--- config.mk ---
export PLATFORM = sky130hd
export DESIGN_NAME = usb_line_monitor
export DESIGN_NICKNAME = d
export VERILOG_FILES = /design/src/rtl/usb_lm_pkg.sv /design/src/rtl/usb_lm_run_timer.sv /design/src/rtl/usb_lm_event_ctrl.sv /design/src/rtl/usb_line_monitor.sv
export SDC_FILE = /design/constraint.sdc
export NUM_CORES = 1
export LEC_CHECK = 0
export BUFFER_PORTS_ARGS = -buffer_cell sky130_fd_sc_hd__buf_2
export CORE_ASPECT_RATIO = 1.1
export CORE_MARGIN = 10
export CORE_UTILIZATION = 61
export CTS_CLUSTER_DIAMETER = 120
export DETAILED_ROUTE_END_ITERATION = 10
export GPL_ROUTABILITY_DRIVEN = 1
export GPL_TIMING_DRIVEN = 0
export HOLD_SLACK_MARGIN = 0.06
export PLACE_DENSITY = 0.82
export REMOVE_ABC_BUFFERS = 1
export SYNTH_ARGS = -nofsm -noshare
export SYNTH_HDL_FRONTEND = slang
export SYNTH_SLANG_ARGS = --single-unit
--- constraint.sdc ---
create_clock -name clk -period 3.65 [get_ports clk]
set_input_delay 0.73 -clock clk [delete_from_list [all_inputs] [get_ports clk]]
set_output_delay 0.73 -clock clk [all_outputs]
set_load 0.03 [all_outputs]
--- src/rtl/usb_lm_pkg.sv ---
package usb_lm_pkg;

    typedef enum logic [1:0] {
        LS_SE0 = 2'b00,
        LS_J   = 2'b01,
        LS_K   = 2'b10,
        LS_SE1 = 2'b11
    } line_e;

    // ceiling division, never below one
    function automatic int unsigned ceil_div(input longint unsigned num,
                                             input longint unsigned den);
        longint unsigned q;
        q = (num + den - 1) / den;
        if (q == 0) q = 1;
        return int'(q);
    endfunction

endpackage

--- src/rtl/usb_lm_run_timer.sv ---
module usb_lm_run_timer #(
    parameter int unsigned LIMIT = 30
) (
    input  logic clk,
    input  logic rst_n,
    input  logic enable,
    input  logic match,
    output logic hit,
    output logic held
);
    localparam int unsigned CW = $clog2(LIMIT + 1);

    typedef struct packed {
        logic [CW-1:0] cnt;
    } tmr_t;

    tmr_t s_d, s_q;

    always_comb begin
        s_d = s_q;
        hit = 1'b0;
        if (!enable || !match) begin
            s_d.cnt = '0;
        end else if (s_q.cnt < CW'(LIMIT)) begin
            s_d.cnt = s_q.cnt + 1'b1;
            hit     = (s_q.cnt == CW'(LIMIT - 1));
        end
    end

    always_ff @(posedge clk or negedge rst_n) begin
        if (!rst_n) s_q <= '0;
        else        s_q <= s_d;
    end

    assign held = (s_q.cnt == CW'(LIMIT));


    hit_then_held_chk: assert property (@(posedge clk) disable iff (!rst_n)
        hit |=> held);


    run_restart_chk: assert property (@(posedge clk) disable iff (!rst_n)
        (!enable || !match) |=> !held);

endmodule

--- src/rtl/usb_lm_event_ctrl.sv ---
module usb_lm_event_ctrl
    import usb_lm_pkg::*;
(
    input  logic       clk,
    input  logic       rst_n,
    input  logic       enable,
    input  logic [1:0] line,
    input  logic       cpu_wr,
    input  logic       enter,
    input  logic       rst_ie,
    input  logic       rsm_ie,
    input  logic       j_hit,
    input  logic       se_hit,
    output logic       susp_req,
    output logic       susp_mode,
    output logic       rst_irq,
    output logic       rsm_irq
);
    typedef struct packed {
        logic susp_req;
        logic mode;
        logic rst_irq;
        logic rsm_irq;
    } evt_t;

    evt_t s_d, s_q;
    logic resume;

    always_comb begin
        s_d    = s_q;
        resume = s_q.mode && (line == LS_K);
        if (!enable) begin
            s_d = '0;
        end else begin
            s_d.rst_irq = se_hit && (rst_ie || s_q.mode);
            s_d.rsm_irq = resume && rsm_ie;
            if (j_hit)       s_d.susp_req = 1'b1;
            else if (cpu_wr) s_d.susp_req = 1'b0;
            if (se_hit || resume) s_d.mode = 1'b0;
            else if (enter)       s_d.mode = 1'b1;
        end
    end

    always_ff @(posedge clk or negedge rst_n) begin
        if (!rst_n) s_q <= '0;
        else        s_q <= s_d;
    end

    assign susp_req  = s_q.susp_req;
    assign susp_mode = s_q.mode;
    assign rst_irq   = s_q.rst_irq;
    assign rsm_irq   = s_q.rsm_irq;


    wr_clears_chk: assert property (@(posedge clk) disable iff (!rst_n)
        (enable && cpu_wr && !j_hit) |=> !susp_req);


    rst_pulse_chk: assert property (@(posedge clk) disable iff (!rst_n)
        rst_irq |=> !rst_irq);


    susp_rst_chk: assert property (@(posedge clk) disable iff (!rst_n)
        (enable && se_hit && susp_mode) |=> (rst_irq && !susp_mode));


    rsm_exit_chk: assert property (@(posedge clk) disable iff (!rst_n)
        rsm_irq |-> !susp_mode);


    disable_clear_chk: assert property (@(posedge clk) disable iff (!rst_n)
        !enable |=> (!susp_req && !susp_mode && !rst_irq && !rsm_irq));

endmodule

--- src/rtl/usb_line_monitor.sv ---
module usb_line_monitor
    import usb_lm_pkg::*;
#(
    parameter int unsigned CLK_KHZ    = 12000,
    parameter int unsigned SUSPEND_US = 3000,
    parameter int unsigned RESET_NS   = 2500
) (
    input  logic       clk,
    input  logic       rst_n,
    input  logic       usb_en,
    input  logic [1:0] line_state,
    input  logic       cpu_wr,
    input  logic       susp_enter,
    input  logic       rst_ie,
    input  logic       rsm_ie,
    output logic       susp_req,
    output logic       bus_rst_req,
    output logic       susp_mode,
    output logic       rst_irq,
    output logic       rsm_irq
);
    localparam int unsigned SUSP_CYC =
        ceil_div(longint'(CLK_KHZ) * SUSPEND_US, 1000);
    localparam int unsigned RST_CYC  =
        ceil_div(longint'(CLK_KHZ) * RESET_NS, 1000000);

    logic j_hit, j_held, se_hit, se_held;

    usb_lm_run_timer #(.LIMIT(SUSP_CYC)) u_idle_tmr (
        .clk    (clk),
        .rst_n  (rst_n),
        .enable (usb_en),
        .match  (line_state == LS_J),
        .hit    (j_hit),
        .held   (j_held)
    );

    usb_lm_run_timer #(.LIMIT(RST_CYC)) u_se0_tmr (
        .clk    (clk),
        .rst_n  (rst_n),
        .enable (usb_en),
        .match  (line_state == LS_SE0),
        .hit    (se_hit),
        .held   (se_held)
    );

    usb_lm_event_ctrl u_evt (
        .clk       (clk),
        .rst_n     (rst_n),
        .enable    (usb_en),
        .line      (line_state),
        .cpu_wr    (cpu_wr),
        .enter     (susp_enter),
        .rst_ie    (rst_ie),
        .rsm_ie    (rsm_ie),
        .j_hit     (j_hit),
        .se_hit    (se_hit),
        .susp_req  (susp_req),
        .susp_mode (susp_mode),
        .rst_irq   (rst_irq),
        .rsm_irq   (rsm_irq)
    );

    assign bus_rst_req = se_held;


    rst_req_release_chk: assert property (@(posedge clk) disable iff (!rst_n)
        (bus_rst_req && line_state != LS_SE0) |=> !bus_rst_req);


    one_set_per_run_chk: assert property (@(posedge clk) disable iff (!rst_n)
        (j_held && line_state == LS_J && usb_en) |=> !$rose(susp_req));

endmodule

== After elaboration in Yosys (flattened, before gate mapping) ==
Cells that the tools add are included.

* Flip-flop bits (word level): 25
* Input bits: 9
* Word-level logic and storage cells: 43

* Add/sub/neg operators: 2
* Magnitude comparators: 2
* Equality and inequality tests: 7
* Mux-type cells: 13
* Reduce and logical (&&, ||, !) cells: 13

{| class="wikitable"
|+ Operator list
! cell !! number
|-
| $mux W16 || 2
|-
| $add A16 B1 Y16 const B || 1
|-
| $eq A16 B16 Y1 const B || 1
|-
| $lt A16 B16 Y1 const B || 1
|-
| $eq A5 B5 Y1 const B || 2
|-
| $mux W5 || 2
|-
| $mux W1 || 8
|-
| $ne A3 B1 Y1 const B || 2
|-
| $add A5 B1 Y5 const B || 1
|-
| $lt A5 B5 Y1 const B || 1
|-
| $logic_or A1 B1 Y1 || 4
|-
| $mux W4 || 1
|-
| $reduce_bool A2 Y1 || 2
|-
| $logic_and A1 B1 Y1 || 3
|-
| $logic_not A1 Y1 || 3
|-
| $eq A2 B1 Y1 const B || 1
|-
| $eq A2 B2 Y1 const B || 1
|-
| $logic_not A2 Y1 || 1
|}

== Logic depth before layout (Yosys ltp) ==
Gate-level depths: netlist (run 1).

* Depth after elaboration: 7
* Gate-level depth with buffers: 6
* Depth with buffers taken out: 5

== Cells and area by module ==
A second synthesis (run 1) with hierarchy kept.

* Cell total of the unflattened synthesis: 146
* Area total of the unflattened synthesis: 1,448.9 µm²

{| class="wikitable"
|+ By module, submodules not included
! module !! instances !! cells each !! area an instance (µm²) !! seq. area each (µm²)
|-
| usb_lm_run_timer at u_idle_tmr || 1 || 100 || 958.4 || 400.4
|-
| usb_lm_run_timer at u_se0_tmr || 1 || 32 || 309.0 || 125.1
|-
| usb_lm_event_ctrl || 1 || 12 || 163.9 || 100.1
|-
| usb_line_monitor || 1 || 2 || 17.5 || 0.0
|}

== Worst setup path after synthesis (run 1) ==
Ideal clock, no wire load.

* Path kind: flip-flop to flip-flop
* From: register u_idle_tmr.s_q[11] (netlist name)
* To: register u_idle_tmr.s_q[12] (netlist name)
* Setup time: 0.078 ns
* Arrival: 1.717 ns
* Data required time: 3.572 ns
* Setup slack: 1.855 ns
* Stages on the path, launching flop included: 5
* Buffers on the path: 0
* Cell sequence: dfrtp_1 -> a2111o_1 -> a2111oi_4 -> or3b_1 -> a21oi_1

* Word-level cells in the longest chain between the ends: 3

{| class="wikitable"
|+ RTL lines
! element !! RTL line !! RTL
|-
| start, declared || usb_lm_run_timer.sv:17 || <nowiki>tmr_t s_d, s_q;</nowiki>
|-
| start signal, assigned || usb_lm_run_timer.sv:31 || <nowiki>if (!rst_n) s_q <= '0;</nowiki>
|-
| start signal, assigned || usb_lm_run_timer.sv:32 || <nowiki>else s_q <= s_d;</nowiki>
|-
| $add A16 B1 Y16 || usb_lm_run_timer.sv:25 || <nowiki>s_d.cnt = s_q.cnt + 1'b1;</nowiki>
|-
| $mux W16 || usb_lm_run_timer.sv:24 || <nowiki>end else if (s_q.cnt < CW'(LIMIT)) begin</nowiki>
|-
| $mux W16 || usb_lm_run_timer.sv:22 || <nowiki>if (!enable || !match) begin</nowiki>
|}

Parallel ways exist; a longest one is shown, timed or not. The select of a mux whose other input is x is not followed.
A chain may end at the register's enable or synchronous reset.

== Worst setup path in the final report (run 1) ==
* From: register u_idle_tmr.s_q[12] (netlist name)
* To: register u_idle_tmr.s_q[5] (netlist name)

* Word-level cells in the longest chain between the ends: 2

{| class="wikitable"
|+ RTL lines
! element !! RTL line
|-
| $lt A16 B16 Y1 || usb_lm_run_timer.sv:24
|-
| $reduce_bool A2 Y1 (no line) || n/a
|}

Every way passes these cells.

==> run_summary.xml, run 1 <==
<?xml version="1.0" encoding="UTF-8"?>
<metrics>
  <group name="outcome">
    <metric name="run_status" unit="">complete, no violations</metric>
  </group>
  <group name="timing">
    <metric name="setup_viol" unit="">0</metric>
    <metric name="timing_max_transition_violations_final" unit="">0</metric>
    <metric name="final_period_minus_worst_setup_slack" unit="ns">2.12</metric>
    <metric name="worst_clock_skew" unit="ns">0.00183</metric>
    <metric name="max_slew.worst_pin.slew" unit="ns">0.666</metric>
    <metric name="final.setup.tns" unit="ns">0</metric>
    <metric name="final_min_period_over_clock_period" unit="%">58.0</metric>
    <metric name="setup_repair_after_global_routing_missed_its_margin" unit="">no</metric>
    <metric name="clock.fmax" unit="GHz">0.472</metric>
    <metric name="finalHoldViolCount" unit="">0</metric>
    <metric name="maxSlewHeadroom" unit="%">55.5</metric>
    <metric name="timing.hold.ws" unit="ns">0.369</metric>
  </group>
  <group name="setup_path">
    <metric name="reg2reg_to" unit="">u_idle_tmr.s_q[5]</metric>
    <metric name="critical_path.startpoint_type" unit="">register</metric>
    <metric name="required" unit="ns">3.89</metric>
    <metric name="source_of_the_worst_register_to_register_timing_path" unit="">u_idle_tmr.s_q[12]</metric>
    <metric name="rrSetupSlack" unit="ns">1.53</metric>
    <metric name="worst_ep_arrival" unit="ns">2.36</metric>
    <metric name="timing.reg2reg.worst_path_depth" unit="">4</metric>
    <metric name="critical_path_class" unit="">register to register</metric>
    <metric name="timing.critical_path.to_type" unit="">register</metric>
    <metric name="timing.critical_path.fanout_max" unit="">18</metric>
  </group>
  <group name="drt">
    <metric name="finalWirelength" unit="um">2750</metric>
    <metric name="drt_pass1_iterations" unit="">4</metric>
    <metric name="wire_per_inst" unit="um">15.0</metric>
    <metric name="drt_iter0_drc" unit="">87</metric>
    <metric name="detail_route.drc_violations" unit="">0</metric>
    <metric name="antenna_violating_nets_post_route" unit="">0</metric>
    <metric name="drt-vias-per-instance" unit="">6.37</metric>
    <metric name="routed-via-count" unit="">1165</metric>
  </group>
  <group name="grt">
    <metric name="grt_max_degree" unit="">26</metric>
    <metric name="grt_antenna_before_repair" unit="">0</metric>
    <metric name="grt_pass1_vias" unit="">1055</metric>
    <metric name="global_route_wire_length_before_repair" unit="um">4800</metric>
    <metric name="global_route_overflow" unit="">0</metric>
    <metric name="grt.total_usage" unit="%">12.7</metric>
  </group>
  <group name="pwr">
    <metric name="max-vdd-ir-drop" unit="mV">0.207</metric>
    <metric name="power.leakage" unit="nW">0.607</metric>
    <metric name="power-per-cell-area" unit="nW/um2">296</metric>
  </group>
  <group name="worst_hold_path">
    <metric name="worst_hold_path_type" unit="">primary input to asynchronous set/reset pin</metric>
  </group>
  <group name="clock_tree">
    <metric name="cts_root_buf" unit="">sky130_fd_sc_hd__clkbuf_4</metric>
    <metric name="cts.clk_slew.worst_paths" unit="ns">0.14</metric>
    <metric name="ctsResizeCount" unit="">0</metric>
    <metric name="clock_insertion_delay_worst_skew" unit="ns">0.32</metric>
    <metric name="post_cts.repair.setup_buffers" unit="">0</metric>
    <metric name="cts_tree" unit="">yes</metric>
    <metric name="clk_path_buf_depth" unit="">2</metric>
    <metric name="hold_bufs_at_cts" unit="">0</metric>
    <metric name="cts_htree_levels" unit="">1</metric>
    <metric name="clock-sinks" unit="">25</metric>
    <metric name="cts_made_buffers" unit="">3</metric>
  </group>
  <group name="synth">
    <metric name="edff_count_synth" unit="">0</metric>
    <metric name="synth_seq_area_share" unit="%">46.3</metric>
    <metric name="asyncSetResetFlopFracSynth" unit="%">100</metric>
    <metric name="ys_warn_count" unit="">0</metric>
    <metric name="yosys.cell_types.count" unit="">38</metric>
    <metric name="syn-mean-instance-area" unit="um2">9.52</metric>
    <metric name="syn_area" unit="um2">1350</metric>
    <metric name="synth-main-ff-cell" unit="">sky130_fd_sc_hd__dfrtp_1</metric>
    <metric name="yosys_register_bits" unit="">25</metric>
    <metric name="post_synth_inst_count" unit="">142</metric>
  </group>
  <group name="final_layout">
    <metric name="area_growth_syn_to_layout" unit="%">8.33</metric>
    <metric name="num-fill-cells" unit="">161</metric>
    <metric name="diodes" unit="">0</metric>
    <metric name="final_nets" unit="">169</metric>
    <metric name="drive_above_1_share" unit="%">12.3</metric>
  </group>
  <group name="floorplanning">
    <metric name="die_area" unit="um2">4500</metric>
    <metric name="initial_utilization" unit="%">65.5</metric>
    <metric name="die-height" unit="um">69.4</metric>
    <metric name="core_region_area" unit="um2">2060</metric>
    <metric name="num_io_pins" unit="">14</metric>
    <metric name="rows" unit="">17</metric>
    <metric name="die_w" unit="um">64.9</metric>
  </group>
  <group name="placed_design">
    <metric name="gp_congestion" unit="">0.754</metric>
    <metric name="place.detailed.hpwl" unit="um">2020</metric>
    <metric name="numPortBuffers" unit="">13</metric>
  </group>
  <group name="flow_run">
    <metric name="max-cap-violations" unit="">0</metric>
  </group>
</metrics>
## stage by stage
step	util [%]	total power [W]	worst slack (ns)	cell area (um2)	std cells
floorplan	-	0.000296	1.73	1330	138
finish	71.0	0.000433	1.53	1460	183
global route	71.0	0.000449	1.41	1460	183
global placement	69.5	0.000309	1.46	1430	179
detailed placement	69.5	0.000310	1.47	1430	179
CTS	71.0	0.000436	1.55	1460	183
## routing by layer
layer	GRT usage, %	routed length [um]
met5	0	0
met4	5.19	31
met2	20.3	1420
met1	16.0	1120
met3	2.58	172
## area by class of cell
class | instances | area, um2 | share of cell area, %
repair buffers | 13 | 65.1 | 4.44
well taps | 28 | 35.0 | 2.39
multi-input cells | 106 | 682 | 46.6
inverters | 7 | 26.3 | 1.79
clock buffers | 3 | 22.5 | 1.54
flip-flops and latches | 25 | 626 | 42.7
clock inverters | 1 | 7.51 | 0.513
## flip-flops by register name, summed over array words and instances (netlist names)
name             count
u_idle_tmr.s_q      16
u_evt.rst_irq        1
u_evt.susp_mode      1
u_evt.rsm_irq        1
u_se0_tmr.s_q        5
u_evt.susp_req       1
## cells in the final DEF (no fill, tap or decap), drive strengths merged
master | Yosys | final
xnor2 | 2 | 2
a41o | 1 | 1
nor3 | 5 | 5
clkbuf | 2 | 3
a2111oi | 1 | 1
or3 | 8 | 8
inv | 7 | 7
mux2i | 1 | 1
a21o | 1 | 1
dfrtp | 25 | 25
clkinvlp | 0 | 1
nand3b | 3 | 3
or4 | 4 | 4
nand3 | 12 | 12
nor3b | 3 | 3
nand2b | 1 | 1
ha | 4 | 4
nand2 | 8 | 8
buf | 2 | 13
xor2 | 1 | 1
a311oi | 1 | 1
o41ai | 1 | 1
a31oi | 3 | 3
or2 | 1 | 1
nor4 | 2 | 2
o31ai | 2 | 2
and3b | 1 | 1
nand4 | 4 | 4
o211ai | 1 | 1
a2111o | 1 | 1
a41oi | 1 | 1
nor2 | 8 | 8
o311a | 1 | 1
a21oi | 12 | 12
or3b | 1 | 1
o21ai | 8 | 8
and4 | 1 | 1
o21a | 2 | 2
## cell usage after synthesis (all sizes together) (2+ instances only)
| cell type | instances | area share (%) |
|---|---|---|
| a21oi | 12 | 4.4 |
| a31oi | 3 | 1.4 |
| buf | 2 | 0.74 |
| clkbuf | 2 | 0.56 |
| dfrtp | 25 | 46 |
| ha | 4 | 3.7 |
| inv | 7 | 1.9 |
| nand2 | 8 | 2.2 |
| nand3 | 12 | 4.4 |
| nand3b | 3 | 1.7 |
| nand4 | 4 | 1.9 |
| nor2 | 8 | 2.2 |
| nor3 | 5 | 1.9 |
| nor3b | 3 | 1.7 |
| nor4 | 2 | 0.93 |
| o21a | 2 | 1.1 |
| o21ai | 8 | 3.0 |
| o31ai | 2 | 1.1 |
| or3 | 8 | 3.7 |
| or4 | 4 | 2.2 |
| xnor2 | 2 | 1.3 |
## where the power goes
part | switching, W | total, W | internal [W]
registers | 0.00000293 | 0.000282 | 0.000279
logic | 0.0000155 | 0.0000228 | 0.00000732
clock network | 0.0000865 | 0.000128 | 0.0000418
total | 0.000105 | 0.000433 | 0.000328
## critical path, cell delays in order, from the launching register on
cell and delay [ns]:
sky130_fd_sc_hd__dfrtp_1 0.44, sky130_fd_sc_hd__or3_1 0.41, sky130_fd_sc_hd__o311a_1 0.57, sky130_fd_sc_hd__or4_1 0.47
sky130_fd_sc_hd__a21oi_1 0.15
## cells by family after synthesis
| family | share of synthesized area (%) |
|---|---|
| and+or+nand+nor | 25.6 |
| AOI/OAI and AO/OA | 18.4 |
| DFF | 46.3 |
| buffers and inverters | 3.24 |
| adders and majority gates | 3.70 |
| xor gates and xnor gates | 1.94 |
| muxes | 0.741 |
## worst max-delay path by stage
stage / startpoint / end / slack (ns)
after floorplan: u_idle_tmr.s_q[12] / u_idle_tmr.s_q[5] / 1.73
after detailed placement: line_state[1] / u_idle_tmr.s_q[8] / 1.47
after global routing: u_idle_tmr.s_q[12] / u_idle_tmr.s_q[5] / 1.41
after global placement: line_state[1] / u_idle_tmr.s_q[8] / 1.46
after CTS: u_idle_tmr.s_q[12] / u_idle_tmr.s_q[9] / 1.55
final: u_idle_tmr.s_q[12] / u_idle_tmr.s_q[5] / 1.53
(Power assumes the default switching activity.)
==> run 2: changes to the inputs <==
--- a/config.mk
+++ b/config.mk
@@ -8,13 +8,13 @@
 export BUFFER_PORTS_ARGS = -buffer_cell sky130_fd_sc_hd__buf_2
 export CORE_ASPECT_RATIO = 1.1
 export CORE_MARGIN = 10
-export CORE_UTILIZATION = 61
+export CORE_UTILIZATION = 57
 export CTS_CLUSTER_DIAMETER = 120
 export DETAILED_ROUTE_END_ITERATION = 10
 export GPL_ROUTABILITY_DRIVEN = 1
 export GPL_TIMING_DRIVEN = 0
 export HOLD_SLACK_MARGIN = 0.06
-export PLACE_DENSITY = 0.82
+export PLACE_DENSITY = 0.78
 export REMOVE_ABC_BUFFERS = 1
 export SYNTH_ARGS = -nofsm -noshare
 export SYNTH_HDL_FRONTEND = slang
==> constraint.sdc (replaced) <==
create_clock -name clk -period 1.97 [get_ports clk]
set_input_delay 0.394 -clock clk [delete_from_list [all_inputs] [get_ports clk]]
set_output_delay 0.394 -clock clk [all_outputs]
set_load 0.03 [all_outputs]
==> run_summary.xml, run 2 (synthesis results as in run 1) <==
<?xml version="1.0" encoding="UTF-8"?>
<metrics>
  <group name="final_layout">
    <metric name="multi_input_comb_area" unit="um2">731</metric>
    <metric name="mostFrequentLayoutCells" unit="">25 x sky130_fd_sc_hd__dfrtp_1, 13 x sky130_fd_sc_hd__buf_2, 11 x sky130_fd_sc_hd__nand3_1, 10 x sky130_fd_sc_hd__a21oi_1</metric>
    <metric name="layout.cells.most_common" unit="">sky130_fd_sc_hd__dfrtp_1</metric>
    <metric name="largestRegisters" unit="">u_idle_tmr.s_q: 16 flops, u_se0_tmr.s_q: 5 flops</metric>
    <metric name="finish.cell_count_without_fillers" unit="">194</metric>
    <metric name="num-fill-cells" unit="">180</metric>
    <metric name="area_growth_syn_to_layout" unit="%">17.7</metric>
    <metric name="final_nets" unit="">178</metric>
    <metric name="largest_register_ff_count" unit="">16</metric>
    <metric name="diodes" unit="">0</metric>
    <metric name="ff_latch_area" unit="um2">626</metric>
    <metric name="registers.top_by_ff_count" unit="">u_idle_tmr.s_q</metric>
    <metric name="drive_above_1_share" unit="%">20.1</metric>
  </group>
  <group name="drt">
    <metric name="drt_iter0_drc" unit="">89</metric>
    <metric name="detail_route.drc_violations" unit="">0</metric>
    <metric name="antenna_violating_nets_post_route" unit="">0</metric>
    <metric name="routed-via-count" unit="">1217</metric>
    <metric name="finalWirelength" unit="um">3400</metric>
    <metric name="drt_pass1_iterations" unit="">4</metric>
    <metric name="wire_per_inst" unit="um">17.5</metric>
    <metric name="drt-vias-per-instance" unit="">6.27</metric>
  </group>
  <group name="pwr">
    <metric name="power-per-cell-area" unit="nW/um2">506</metric>
    <metric name="power.leakage" unit="nW">0.665</metric>
    <metric name="max-vdd-ir-drop" unit="mV">0.406</metric>
  </group>
  <group name="outcome">
    <metric name="failed_checks" unit="">negative setup slack</metric>
    <metric name="run_status" unit="">finished, violations left</metric>
  </group>
  <group name="setup_path">
    <metric name="timing.reg2reg.worst_path_depth" unit="">4</metric>
    <metric name="timing.critical_path.to_type" unit="">register</metric>
    <metric name="crit_path_max_incr_delay" unit="ns">0.52</metric>
    <metric name="worst_path_dominant_cell_family" unit="">compound AO/OA/AOI/OAI gates</metric>
    <metric name="timing.critical_path.fanout_max" unit="">4</metric>
    <metric name="cp_num_cells" unit="">4</metric>
    <metric name="timing.critical_path.buf_inv" unit="">0</metric>
    <metric name="crit_slowest_cell" unit="">sky130_fd_sc_hd__a2111o_1</metric>
    <metric name="critical_path_class" unit="">register to register</metric>
    <metric name="worst_ep_arrival" unit="ns">2.24</metric>
    <metric name="critical_path.startpoint_type" unit="">register</metric>
    <metric name="required" unit="ns">2.21</metric>
    <metric name="timing.critical_path.cells" unit="">a2111o_1, a2111oi_4, or3b_1, a21oi_1</metric>
  </group>
  <group name="timing">
    <metric name="final_min_period_over_clock_period" unit="%">101</metric>
    <metric name="final_period_minus_worst_setup_slack" unit="ns">2.00</metric>
    <metric name="clock.fmax" unit="GHz">0.501</metric>
    <metric name="worst_clock_skew" unit="ns">0.00946</metric>
    <metric name="maxSlewHeadroom" unit="%">52.7</metric>
    <metric name="setup_viol" unit="">1</metric>
    <metric name="setup_ws" unit="ns">-0.0263</metric>
    <metric name="timing_max_transition_violations_final" unit="">0</metric>
    <metric name="max_slew.worst_pin.slew" unit="ns">0.708</metric>
    <metric name="finalHoldViolCount" unit="">0</metric>
  </group>
  <group name="clock_tree">
    <metric name="cts_made_buffers" unit="">3</metric>
    <metric name="cts_tree" unit="">yes</metric>
    <metric name="cts_root_buf" unit="">sky130_fd_sc_hd__clkbuf_4</metric>
    <metric name="clock-sinks" unit="">25</metric>
    <metric name="clock_insertion_delay_worst_skew" unit="ns">0.33</metric>
    <metric name="cts_htree_levels" unit="">1</metric>
    <metric name="cts.clk_slew.worst_paths" unit="ns">0.14</metric>
    <metric name="clk_path_buf_depth" unit="">2</metric>
  </group>
  <group name="placed_design">
    <metric name="numPortBuffers" unit="">13</metric>
    <metric name="gp_congestion" unit="">0.808</metric>
    <metric name="preCtsSetupSlack" unit="ns">-0.126</metric>
    <metric name="place.detailed.hpwl" unit="um">2020</metric>
    <metric name="placedCellCount" unit="">181</metric>
  </group>
  <group name="grt">
    <metric name="global_route_wire_length_before_repair" unit="um">4820</metric>
    <metric name="grt_max_degree" unit="">26</metric>
    <metric name="grt.total_usage" unit="%">12.6</metric>
    <metric name="grt_pass1_vias" unit="">1096</metric>
    <metric name="grt_antenna_before_repair" unit="">0</metric>
    <metric name="global_route_overflow" unit="">0</metric>
  </group>
  <group name="floorplanning">
    <metric name="core_region_area" unit="um2">2250</metric>
    <metric name="initial_utilization" unit="%">60.0</metric>
    <metric name="die-height" unit="um">71.1</metric>
    <metric name="rows" unit="">18</metric>
    <metric name="die_w" unit="um">66.4</metric>
    <metric name="num_io_pins" unit="">14</metric>
    <metric name="die_area" unit="um2">4720</metric>
  </group>
  <group name="worst_hold_path">
    <metric name="worst_hold_path_type" unit="">primary input to register</metric>
    <metric name="worst_hold_path.num_cells" unit="">2</metric>
  </group>
  <group name="flow_run">
    <metric name="max-cap-violations" unit="">0</metric>
  </group>
</metrics>
[run 2: cell count changes in the layout (fill, tap and decap cells not counted), moves of 2 or more]
cell | previous run | this run
sky130_fd_sc_hd__buf_4 | 0 | 5
sky130_fd_sc_hd__a21oi_1 | 12 | 10
sky130_fd_sc_hd__a21oi_2 | 0 | 2
sky130_fd_sc_hd__or3_1 | 8 | 6
sky130_fd_sc_hd__or3_4 | 0 | 2
[run 2: through the flow]
step	TNS [ns]	hold slack (ns)	power [W]	cell area [um2]	utilization, %
3_5_place_dp	-0.475	0.411	0.000575	1440	63.8
5_1_grt	-0.196	0.261	0.000824	1590	70.6
4_1_cts	0	0.261	0.000798	1520	67.4
2_1_floorplan	0	0.0984	0.000548	1330	-
6_report	-0.0263	0.260	0.000804	1590	70.6
3_3_place_gp	-0.253	0.405	0.000573	1440	63.8
[run 2: layout make-up]
cell class	count	area share [%]
Clock buffer	4	1.65
Inverter	7	1.65
Multi-Input combinational cell	107	45.9
Sequential cell	25	39.3
Tap cell	30	2.36
Timing Repair Buffer	21	9.05
[run 2: routing by layer]
| layer | GRT usage, % | part of all wire (%) | vias to the layer above |
|---|---|---|---|
| met5 | 0 | 0 | - |
| met4 | 6.06 | 2.4 | 0 |
| met3 | 2.20 | 3.4 | 11 |
| met2 | 21.6 | 54 | 41 |
| met1 | 14.6 | 40 | 582 |
| li1 | - | - | 583 |
[run 2: final timing paths]
| check | from | to | slack [ns] |
|---|---|---|---|
| setup / recovery | u_idle_tmr.s_q[11] | u_idle_tmr.s_q[12] | -0.03 |
| hold / removal | line_state[0] | u_evt.rsm_irq | 0.26 |
| setup reg to reg | u_idle_tmr.s_q[11] | u_idle_tmr.s_q[12] | -0.03 |
| hold reg to reg | u_evt.susp_mode | u_evt.susp_mode | 0.55 |
| max in group asynchronous | rst_n | u_idle_tmr.s_q[1] | 1.03 |
| min in group asynchronous | rst_n | u_idle_tmr.s_q[11] | 0.57 |
[run 2: power by group]
group          internal [W]  switching [W]  total [W]  leakage, nW
clock             0.0000794       0.000157   0.000237       0.0150
combinational     0.0000150      0.0000301  0.0000450        0.303
sequential         0.000517     0.00000506   0.000522        0.347
total              0.000611       0.000193   0.000804        0.665
[run 2: worst reg2reg max path, delay by kind of cell (launching register included)]
kind             cells  cell delay, ns
flip-flops           1            0.45
AO/OA/AOI/OAI        3            1.07
AND/OR/NAND/NOR      1            0.40
[run 2: what timing repair did]
action / in CTS / in global routing
hold buffers: 1 / 0
setup buffers: 3 / 4
pin swaps: 1 / 7
gates cloned: 0 / 1
gates resized for setup: 2 / 7
setup endpoints to repair: 8 / 7
endpoints found under the hold margin: 12 / 0
